`src/rtl/mbf_pkg.sv`:
```
package mbf_pkg;
   // host register offsets (decoded by the host driver)
   localparam logic [2:0] OFS_DATA = 3'd0;
   localparam logic [2:0] OFS_STAT = 3'd2;
   localparam logic [2:0] OFS_MBOX = 3'd3;
   localparam logic [2:0] OFS_BRST = 3'd7;

   // status bit positions
   localparam int SB_OMB    = 7;
   localparam int SB_OFULL  = 6;
   localparam int SB_IEMPTY = 5;
   localparam int SB_OHALF  = 4;
   localparam int SB_IHALF  = 3;
   localparam int SB_IMB    = 2;
   localparam int SB_IFULL  = 1;
   localparam int SB_OEMPTY = 0;

   // enable register bit positions
   localparam int EB_RSEL   = 7;
   localparam int EB_IMB    = 6;
   localparam int EB_IFULL  = 5;
   localparam int EB_IEMPTY = 3;
   localparam int EB_OFULL  = 2;
   localparam int EB_OEMPTY = 0;
   localparam logic [7:0] EN_WRITABLE = 8'hED;

   // direction index for the replicated FIFO and mailbox instances
   localparam int DIR_IN  = 0;
   localparam int DIR_OUT = 1;
   localparam int NDIR    = 2;

   localparam int NIRQ = 5;

   typedef struct packed {
      logic full;
      logic half;
      logic empty;
   } lvl_t;
endpackage

```
`src/rtl/mbf_fifo.sv`:
```
module mbf_fifo #(
   parameter int AW = 4,
   parameter int W  = 16
) (
   input  logic          clk,
   input  logic          rst_n,
   input  logic          clr,
   input  logic [AW:0]   cap,
   input  logic          push,
   input  logic [W-1:0]  wdata,
   input  logic          pop,
   output logic [W-1:0]  rdata,
   output mbf_pkg::lvl_t lvl
);
   localparam int DEPTH = 1 << AW;

   logic [W-1:0]  mem [DEPTH];
   logic [AW-1:0] wp, rp;
   logic [AW:0]   cnt;
   logic          do_push, do_pop;

   assign lvl.full  = (cnt >= cap);
   assign lvl.half  = (cnt >= (cap >> 1));
   assign lvl.empty = (cnt == '0);

   assign do_push = push & ~lvl.full;
   assign do_pop  = pop & ~lvl.empty;
   assign rdata   = mem[rp];

   always_ff @(posedge clk or negedge rst_n) begin
      if (!rst_n) begin
         wp  <= '0;
         rp  <= '0;
         cnt <= '0;
      end else if (clr) begin
         wp  <= '0;
         rp  <= '0;
         cnt <= '0;
      end else begin
         if (do_push) wp <= wp + 1'b1;
         if (do_pop)  rp <= rp + 1'b1;
         if (do_push && !do_pop)      cnt <= cnt + 1'b1;
         else if (do_pop && !do_push) cnt <= cnt - 1'b1;
      end
   end

   always_ff @(posedge clk) begin
      if (do_push && !clr) mem[wp] <= wdata;
   end
endmodule

```
`src/rtl/mbf_mailbox.sv`:
```
module mbf_mailbox #(
   parameter int MB_BITS = 6
) (
   input  logic       clk,
   input  logic       rst_n,
   input  logic       clr,
   input  logic       wr,
   input  logic [7:0] wdata,
   input  logic       take,
   output logic [7:0] q,
   output logic       full
);
   localparam logic [7:0] KEEP = 8'hFF << (8 - MB_BITS);

   logic [7:0] val;

   assign q = val;

   always_ff @(posedge clk or negedge rst_n) begin
      if (!rst_n) begin
         val  <= '0;
         full <= 1'b0;
      end else if (clr) begin
         val  <= '0;
         full <= 1'b0;
      end else if (wr) begin
         val  <= wdata & KEEP;
         full <= 1'b1;
      end else if (take) begin
         full <= 1'b0;
      end
   end
endmodule

```
`src/rtl/mbf_irq.sv`:
```
module mbf_irq #(
   parameter int N = 5
) (
   input  logic         gate,
   input  logic [N-1:0] en,
   input  logic [N-1:0] cond,
   output logic         irq
);
   logic [N-1:0] hit;

   for (genvar i = 0; i < N; i++) begin : g_term
      assign hit[i] = en[i] & cond[i];
   end

   assign irq = gate & (|hit);
endmodule

```
`src/rtl/mbf_host_if.sv`:
```
module mbf_host_if #(
   parameter int AW      = 4,
   parameter int MB_BITS = 6
) (
   input  logic        clk,
   input  logic        rst_n,
   input  logic        word_mode,
   input  logic        h_sel,
   input  logic        h_wr,
   input  logic        h_word,
   input  logic [2:0]  h_addr,
   input  logic [15:0] h_wdata,
   output logic [15:0] h_rdata,
   input  logic        l_push,
   input  logic [15:0] l_push_data,
   input  logic        l_pop,
   output logic [15:0] l_pop_data,
   input  logic        l_mb_wr,
   input  logic [7:0]  l_mb_wdata,
   input  logic        l_mb_rd,
   output logic [7:0]  l_mb_rdata,
   input  logic        l_irq_en,
   output logic        irq
);
   import mbf_pkg::*;

   localparam int          DEPTH    = 1 << AW;
   localparam logic [AW:0] CAP_WORD = (AW+1)'(DEPTH);
   localparam logic [AW:0] CAP_BYTE = (AW+1)'(DEPTH / 2);

   if (AW < 2 || AW > 12) begin : g_bad_aw
      $error("mbf_host_if: AW must lie in 2..12");
   end
   if (MB_BITS < 1 || MB_BITS > 8) begin : g_bad_mb
      $error("mbf_host_if: MB_BITS must lie in 1..8");
   end

   // host access decode
   logic hw, hr, brd_rst, wide;
   assign hw      = h_sel & h_wr;
   assign hr      = h_sel & ~h_wr;
   assign brd_rst = hw && (h_addr == OFS_BRST);
   assign wide    = word_mode & h_word;

   // enable register and global gate
   logic [7:0] mask_q;
   logic       glob_en;

   always_ff @(posedge clk or negedge rst_n) begin
      if (!rst_n)                          mask_q <= '0;
      else if (hw && h_addr == OFS_STAT)   mask_q <= h_wdata[7:0] & EN_WRITABLE;
   end

   always_ff @(posedge clk or negedge rst_n) begin
      if (!rst_n)        glob_en <= 1'b0;
      else if (brd_rst)  glob_en <= 1'b0;
      else if (l_irq_en) glob_en <= 1'b1;
   end

   // FIFOs, one per direction
   logic [AW:0]  cap;
   logic [15:0]  f_wd   [NDIR];
   logic [15:0]  f_q    [NDIR];
   logic         f_push [NDIR];
   logic         f_pop  [NDIR];
   lvl_t         f_lvl  [NDIR];

   assign cap = word_mode ? CAP_WORD : CAP_BYTE;

   assign f_push[DIR_IN]  = l_push;
   assign f_wd[DIR_IN]    = word_mode ? l_push_data : {8'h00, l_push_data[7:0]};
   assign f_pop[DIR_IN]   = hr && (h_addr == OFS_DATA);
   assign f_push[DIR_OUT] = hw && (h_addr == OFS_DATA);
   assign f_wd[DIR_OUT]   = wide ? h_wdata : {8'h00, h_wdata[7:0]};
   assign f_pop[DIR_OUT]  = l_pop;

   for (genvar d = 0; d < NDIR; d++) begin : g_fifo
      mbf_fifo #(.AW(AW), .W(16)) u_fifo (
         .clk   (clk),
         .rst_n (rst_n),
         .clr   (brd_rst),
         .cap   (cap),
         .push  (f_push[d]),
         .wdata (f_wd[d]),
         .pop   (f_pop[d]),
         .rdata (f_q[d]),
         .lvl   (f_lvl[d])
      );
   end

   // mailboxes, one per direction
   logic       m_wr   [NDIR];
   logic [7:0] m_wd   [NDIR];
   logic       m_take [NDIR];
   logic [7:0] m_q    [NDIR];
   logic       m_full [NDIR];

   assign m_wr[DIR_IN]    = l_mb_wr;
   assign m_wd[DIR_IN]    = l_mb_wdata;
   assign m_take[DIR_IN]  = hr && (h_addr == OFS_MBOX) && !mask_q[EB_RSEL];
   assign m_wr[DIR_OUT]   = hw && (h_addr == OFS_MBOX);
   assign m_wd[DIR_OUT]   = h_wdata[7:0];
   assign m_take[DIR_OUT] = l_mb_rd;

   for (genvar d = 0; d < NDIR; d++) begin : g_mbox
      mbf_mailbox #(.MB_BITS(MB_BITS)) u_mbox (
         .clk   (clk),
         .rst_n (rst_n),
         .clr   (brd_rst),
         .wr    (m_wr[d]),
         .wdata (m_wd[d]),
         .take  (m_take[d]),
         .q     (m_q[d]),
         .full  (m_full[d])
      );
   end

   // status assembly
   logic [7:0] st;
   always_comb begin
      st             = '0;
      st[SB_OMB]     = m_full[DIR_OUT];
      st[SB_OFULL]   = f_lvl[DIR_OUT].full;
      st[SB_IEMPTY]  = f_lvl[DIR_IN].empty;
      st[SB_OHALF]   = f_lvl[DIR_OUT].half;
      st[SB_IHALF]   = f_lvl[DIR_IN].half;
      st[SB_IMB]     = m_full[DIR_IN];
      st[SB_IFULL]   = f_lvl[DIR_IN].full;
      st[SB_OEMPTY]  = f_lvl[DIR_OUT].empty;
   end

   // host read mux
   always_comb begin
      h_rdata = '0;
      if (hr) begin
         unique case (h_addr)
            OFS_DATA: if (!f_lvl[DIR_IN].empty)
                         h_rdata = wide ? f_q[DIR_IN] : {8'h00, f_q[DIR_IN][7:0]};
            OFS_STAT: h_rdata = {8'h00, st};
            OFS_MBOX: h_rdata = {8'h00, mask_q[EB_RSEL] ? m_q[DIR_OUT] : m_q[DIR_IN]};
            default:  h_rdata = '0;
         endcase
      end
   end

   assign l_pop_data = f_q[DIR_OUT];
   assign l_mb_rdata = m_q[DIR_OUT];

   // interrupt combine
   logic [NIRQ-1:0] irq_en, irq_cond;
   assign irq_en   = {mask_q[EB_IMB], mask_q[EB_IFULL], mask_q[EB_IEMPTY],
                      mask_q[EB_OFULL], mask_q[EB_OEMPTY]};
   assign irq_cond = {st[SB_IMB], st[SB_IFULL], st[SB_IEMPTY],
                      st[SB_OFULL], st[SB_OEMPTY]};

   mbf_irq #(.N(NIRQ)) u_irq (
      .gate (glob_en),
      .en   (irq_en),
      .cond (irq_cond),
      .irq  (irq)
   );
endmodule

```
`config.mk`:
```
export PLATFORM = sky130hd
export DESIGN_NAME = mbf_host_if
export DESIGN_NICKNAME = d
export VERILOG_FILES = /design/src/rtl/mbf_pkg.sv /design/src/rtl/mbf_fifo.sv /design/src/rtl/mbf_mailbox.sv /design/src/rtl/mbf_irq.sv /design/src/rtl/mbf_host_if.sv
export SDC_FILE = /design/constraint.sdc
export NUM_CORES = 1
export LEC_CHECK = 0
export BUFFER_PORTS_ARGS = -buffer_cell sky130_fd_sc_hd__buf_4
export CORE_AREA = 2 2 196 198
export CTS_CLUSTER_SIZE = 25
export DETAILED_ROUTE_END_ITERATION = 12
export DIE_AREA = 0 0 198 200
export PLACE_DENSITY_LB_ADDON = 0.05
export SLEW_MARGIN = 0
export SYNTH_ARGS = -nofsm -noshare
export SYNTH_HDL_FRONTEND = slang
export SYNTH_SLANG_ARGS = --single-unit
```
`constraint.sdc`:
```
create_clock -name clk -period 4.4 [get_ports clk]
set_input_delay 0.88 -clock clk [delete_from_list [all_inputs] [get_ports clk]]
set_output_delay 0.88 -clock clk [all_outputs]
set_load 0.05 [all_outputs]
```
## After elaboration in Yosys (flattened, before gate mapping)

Memories as Yosys holds them, arrays and structs flattened.
Index checks and enable logic that the tools add are counted.

- Flip-flop bits (word level): 51
- Bits in latches: 0
- Bits in writable memories: 512
- Memory bits (read-only): 0
- Input port bits: 54
- Word-level logic and storage cells: 119
- Memories kept: 2

- Add/sub/neg operators: 8
- Multipliers: 0
- Div/mod/pow operators: 0
- Magnitude comparators: 4
- Equality and inequality tests: 3
- Shift-type cells: 0
- Multiplexer cells: 38
- Bitwise operators: 18
- Reduce and logical (&&, ||, !) cells: 34

Memory list:

| memory | depth | bits a word | rd ports | clocked after Yosys merged registers in | wr ports | RTL line | source |
|---|---|---|---|---|---|---|---|
| g_fifo[0].u_fifo.mem | 16 | 16 | 1 | 0 | 1 | mbf_fifo.sv:17 | `logic [W-1:0] mem [DEPTH];` |
| g_fifo[1].u_fifo.mem | 16 | 16 | 1 | 0 | 1 | mbf_fifo.sv:17 |  |

Operator list:

| cell | number |
|---|---|
| $mux W16 | 5 |
| $pmux W16 S3 | 1 |
| $mux W8 | 5 |
| $mux W5 | 7 |
| $mux W4 | 8 |
| $add A4 B1 Y4 const B | 4 |
| $reduce_bool A2 Y1 | 7 |
| $and A1 B1 Y1 | 13 |
| $logic_and A1 B1 Y1 | 13 |
| $mux W1 | 12 |
| $reduce_bool A3 Y1 | 4 |
| $add A5 B1 Y5 const B | 2 |
| $ge A5 B4 Y1 | 2 |
| $ge A5 B5 Y1 | 2 |
| $logic_not A5 Y1 | 2 |
| $sub A5 B1 Y5 const B | 2 |
| $eq A3 B2 Y1 const B | 2 |
| $logic_not A1 Y1 | 6 |
| $not A1 Y1 | 5 |
| $reduce_or A5 Y1 | 1 |
| $eq A3 B3 Y1 const B | 1 |
| $logic_not A3 Y1 | 1 |

## Longest topological paths before layout

- Depth after elaboration: 9
- Mapped depth: 13
- Depth with buffers taken out: 12

## Hierarchy

Synthesis repeated with hierarchy kept, for this count alone.

- Cell total of the unflattened synthesis: 1,127
- Area, all modules: 23,012.1 µm²

By module, submodules not included:

| module | instances | cells each | area an instance (µm²) | seq. area each (µm²) |
|---|---|---|---|---|
| mbf_fifo | 2 | 493 | 10,799.1 | 8,012.7 |
| mbf_host_if | 1 | 86 | 783.3 | 175.2 |
| mbf_mailbox | 2 | 26 | 302.8 | 175.2 |
| mbf_irq | 1 | 3 | 25.0 | 0.0 |

## Least setup slack after synthesis

No wires, ideal clock.

- Kind: in2reg
- From: input port word_mode
- To: memory g_fifo[0].u_fifo.mem[3][0] (enable)
- Arrival: 3.859 ns
- Path slack: 0.111 ns
- Cell stages on the path: 7
- Buffers on the path: 1
- Cell sequence: clkbuf_1 > inv_1 > ha_1 > nor4b_1 > o2bb2ai_2 > nand2_1 > nor4_1

- Cells in the longest elaborated chain, start to end: 7

Ends and longest elaborated chain:

| what | RTL line | source |
|---|---|---|
| from (decl) | mbf_host_if.sv:7 | `input logic word_mode,` |
| $mux W5 | mbf_host_if.sv:68 | `assign cap = word_mode ? CAP_WORD : CAP_BYTE;` |
| $ge A5 B5 Y1 | mbf_fifo.sv:22 | `assign lvl.full = (cnt >= cap);` |
| $not A1 Y1 | mbf_fifo.sv:26 | `assign do_push = push & ~lvl.full;` |
| $and A1 B1 Y1 | mbf_fifo.sv:26 |  |
| $logic_and A1 B1 Y1 | mbf_fifo.sv:48 | `if (do_push && !clr) mem[wp] <= wdata;` |
| $mux W1 | mbf_fifo.sv:48 |  |
| $mux W1 (implied by the code) | mbf_fifo.sv:48 |  |
| to (decl) | mbf_fifo.sv:17 |  |

No other way between the ends.

## Worst setup path after layout

- From: register g_fifo[0].u_fifo.rp[0]
- To: output port h_rdata[9]

- Cells in the longest elaborated chain, start to end: 5

Ends and longest elaborated chain:

| what | RTL line | source |
|---|---|---|
| from (decl) | mbf_fifo.sv:18 | `logic [AW-1:0] wp, rp;` |
| from (signal assigned) | mbf_fifo.sv:41 | `if (do_pop) rp <= rp + 1'b1;` |
| $mem_v2 Z16 W16 | - |  |
| $mux W16 | mbf_host_if.sv:138 | `h_rdata = wide ? f_q[DIR_IN] : {8'h00, f_q[DIR_IN][7:0]};` |
| $mux W16 | mbf_host_if.sv:137 | `OFS_DATA: if (!f_lvl[DIR_IN].empty)` |
| $pmux W16 S3 | mbf_host_if.sv:136 | `unique case (h_addr)` |
| $mux W16 | mbf_host_if.sv:135 | `if (hr) begin` |
| to (decl) | mbf_host_if.sv:13 | `output logic [15:0] h_rdata,` |

No other way between the ends.

==> flow_summary_export.csv <==
group,metric,value,unit
detailed_routing,drtPass1Iterations,5,
timing,post-route-min-period,4.06,ns
finish,fin_nets,1347,
finish,antennaDiodeCount,0,
power_and_ir_drop,power.total,15.2,mW
power_and_ir_drop,power_density,585,nW/um^2
cts,hold_buffers,0,
synthesis,synth_seq_area_share,0.732,
worst_setup_path,worst_setup_path_start_kind,"register",
detailed_routing,dr.first_iter.drc_count,739,
finish,syn_to_final_growth,14.7,%
placed_design,placed_area,24300,um^2
grt,grt_max_degree,49,
finish,seqCellArea,16600,um^2
timing,skew,0.0123,ns
die,die_area,39600,um^2
timing,tightest_slew,1.08,ns
cts,numCtsBuffers,54,
timing,slew_headroom,0.283,
timing,rsz0062_at_grt,"no",
die,core,37400,um^2
timing,fmax,246,MHz
worst_setup_path,crit_end,"h_rdata[9]",
finish,layout_commonest_cell,"edfxtp_1",
finish,layout_common_cells,"edfxtp_1 (512), mux4_2 (152), buf_4 (146)",
cts,cts_tree,"done",
synthesis,async_reset_ff_frac,0.0841,
timing,final-hold-violation-count,0,
synthesis,synth_ff_type,"edfxtp_1",
detailed_routing,wl_per_cell,26.1,um
cts,clk_latency,0.60,ns
timing,drv_slew,0,
die,rows,71,
worst_setup_path,reg2reg_depth,11,
power_and_ir_drop,irDropWorstVdd,459,uV
worst_setup_path,crit_path_end_kind,"output port",
worst_setup_path,ff2ff_setup_slack,1.19,ns
cts,cts_htree_levels,2,
detailed_routing,num_vias,11100,
synthesis,synthesis.area,22600,um^2
worst_setup_path,worstPathArrival,3.18,ns
synthesis,ys_warn_count,0,
placed_design,gp_congestion,0.842,
cts,clk_path_buf_depth,3,
grt,grt_overflow,0,
timing,fin_crit_sh,0.923,
synthesis,ys_types,62,
job,maxCapViolCount,0,
worst_setup_path,critical_path_class,"register to output port",
detailed_routing,viasPerCell,6.08,
worst_setup_path,crit_fanout,26,
detailed_routing,ant_nets,0,
synthesis,syn_avg_cell_area,20.3,um^2
die,chipHeight,200,um
grt,grt_pass1_wl,71000,um
cts,cts-root-buf,"clkbuf_16",
synthesis,synthCells,1114,
cts,clk_pin_slew,0.06,ns
grt,grt_antenna_before_repair,1,
grt,gr-usage-all-layers,0.251,
finish,multi_input_area,5800,um^2
min_path,hp-class,"input port to asynchronous set/reset pin",
grt,grt_pass1_vias,11400,
detailed_routing,remaining_drc_errors,0,
power_and_ir_drop,leakage,8.75,nW
cts,ctsResizeCount,0,
worst_setup_path,required,3.52,ns
status,status,"completed",
finish,fillerInstances,2363,
die,start_util,0.605,
timing,fin_tns_setup,0,ns
cts,cts_setup_buffers,0,
die,die_w,198,um
finish,drive_above_1_share,0.315,
placed_design,io_buffers,90,
placed_design,dp_hpwl,29500,um
die,io_pins,95,
worst_setup_path,r2r-end,"g_fifo[1].u_fifo.cnt[4]$_DFFE_PN0P_",
finish,post-route-cell-area,26000,um^2
timing,setup_violations,0,
worst_setup_path,rr_startpoint,"g_fifo[1].u_fifo.cnt[4]$_DFFE_PN0P_",
synthesis,synth-seq-cells,559,
synthesis,synth_edf_count,512,
worst_setup_path,critPathLaunch,"g_fifo[0].u_fifo.rp[0]$_DFFE_PN0P_",
cts,cts.sinks,559,
detailed_routing,totalWireLength,47500,um
==> layout make-up <==
class | instances | share of cell area
clock buffer | 79 | 0.0601
clock inverter | 21 | 0.00559
inverter | 16 | 0.00231
multi-input combinational | 483 | 0.223
sequential | 559 | 0.638
tap | 511 | 0.0246
timing repair buffer | 151 | 0.0461
==> sequential cells by signal, indices dropped and copies added, names as in the netlist <==
| register | cells |
|---|---|
| g_fifo.u_fifo.wp | 8 |
| g_fifo.u_fifo.rp | 8 |
| glob_en | 1 |
| g_mbox.u_mbox.q | 12 |
| mask_q | 6 |
| g_fifo.u_fifo.cnt | 10 |
| g_mbox.u_mbox.full | 2 |
| g_fifo.u_fifo.mem | 512 |
==> layer usage <==
layer	vias to the layer above	wire length, um	GRT usage	part of all wire
met4	2	1180	0.0808	0.025
met5	-	13	0	0.00027
met1	5830	18300	0.314	0.38
met2	290	26000	0.460	0.55
li1	4865	-	-	-
met3	74	2040	0.0336	0.043
==> worst min path at each step <==
stage                                    endpoint  slack, ns  depth (start not counted)
6_report       g_fifo[1].u_fifo.rp[0]$_DFFE_PN0P_       0.30                          1
4_1_cts        g_fifo[1].u_fifo.rp[1]$_DFFE_PN0P_       0.29                          1
5_1_grt        g_fifo[1].u_fifo.rp[2]$_DFFE_PN0P_       0.34                          1
3_5_place_dp                  glob_en$_DFFE_PN0P_       0.49                          2
3_3_place_gp                  glob_en$_DFFE_PN0P_       0.48                          2
2_1_floorplan                 glob_en$_DFFE_PN0P_       0.46                          2
==> per-stage QoR <==
step / cells / utilization / hold WS, ns / setup WS [ns]
finish: 1820 / 0.694 / 0.298 / 0.339
global route: 1820 / 0.694 / 0.337 / 0.198
CTS: 1820 / 0.694 / 0.289 / 0.257
detailed placement: 1720 / 0.648 / 0.488 / 0.346
global placement: 1720 / 0.648 / 0.483 / 0.412
floorplan: 1115 / - / 0.460 / 0.111
==> cell usage after synthesis (14+ instances only) <==
library cell,number,area share
edfxtp_1,512,0.68
nor2b_1,14,0.0039
o21ai_0,14,0.0031
and2_1,26,0.0072
nand2_1,30,0.0050
inv_1,15,0.0025
mux4_2,152,0.15
a21oi_1,18,0.0040
ha_1,26,0.014
nor2_1,42,0.0070
buf_2,14,0.0031
clkbuf_1,27,0.0045
and3_1,15,0.0041
dfrtp_1,47,0.052
mux2i_1,22,0.0097
==> critical path, cell delays in order (launching register included) <==
cell	delay (ns)
dfrtp_4	0.63
buf_12	0.28
buf_4	0.23
mux4_2	0.50
mux4_2	0.54
nor2b_1	0.16
buf_4	0.21
==> power breakdown <==
part / internal [mW] / switching, mW
clock: 2.56 / 1.87
combinational: 2.05 / 2.16
sequential: 6.10 / 0.439
==> cells by family after synthesis <==
| logic type | after synthesis | share of synthesized area |
|---|---|---|
| adders and majority gates | 28 | 0.0161 |
| and+or+nand+nor | 180 | 0.0427 |
| other | 1 | 0.000166 |
| muxes | 186 | 0.167 |
| AOI/OAI and AO/OA | 70 | 0.0214 |
| DFF | 559 | 0.732 |
| xor gates and xnor gates | 17 | 0.00691 |
| buffers and inverters | 73 | 0.0141 |
No activity file was read; power rests on OpenSTA's default activity.
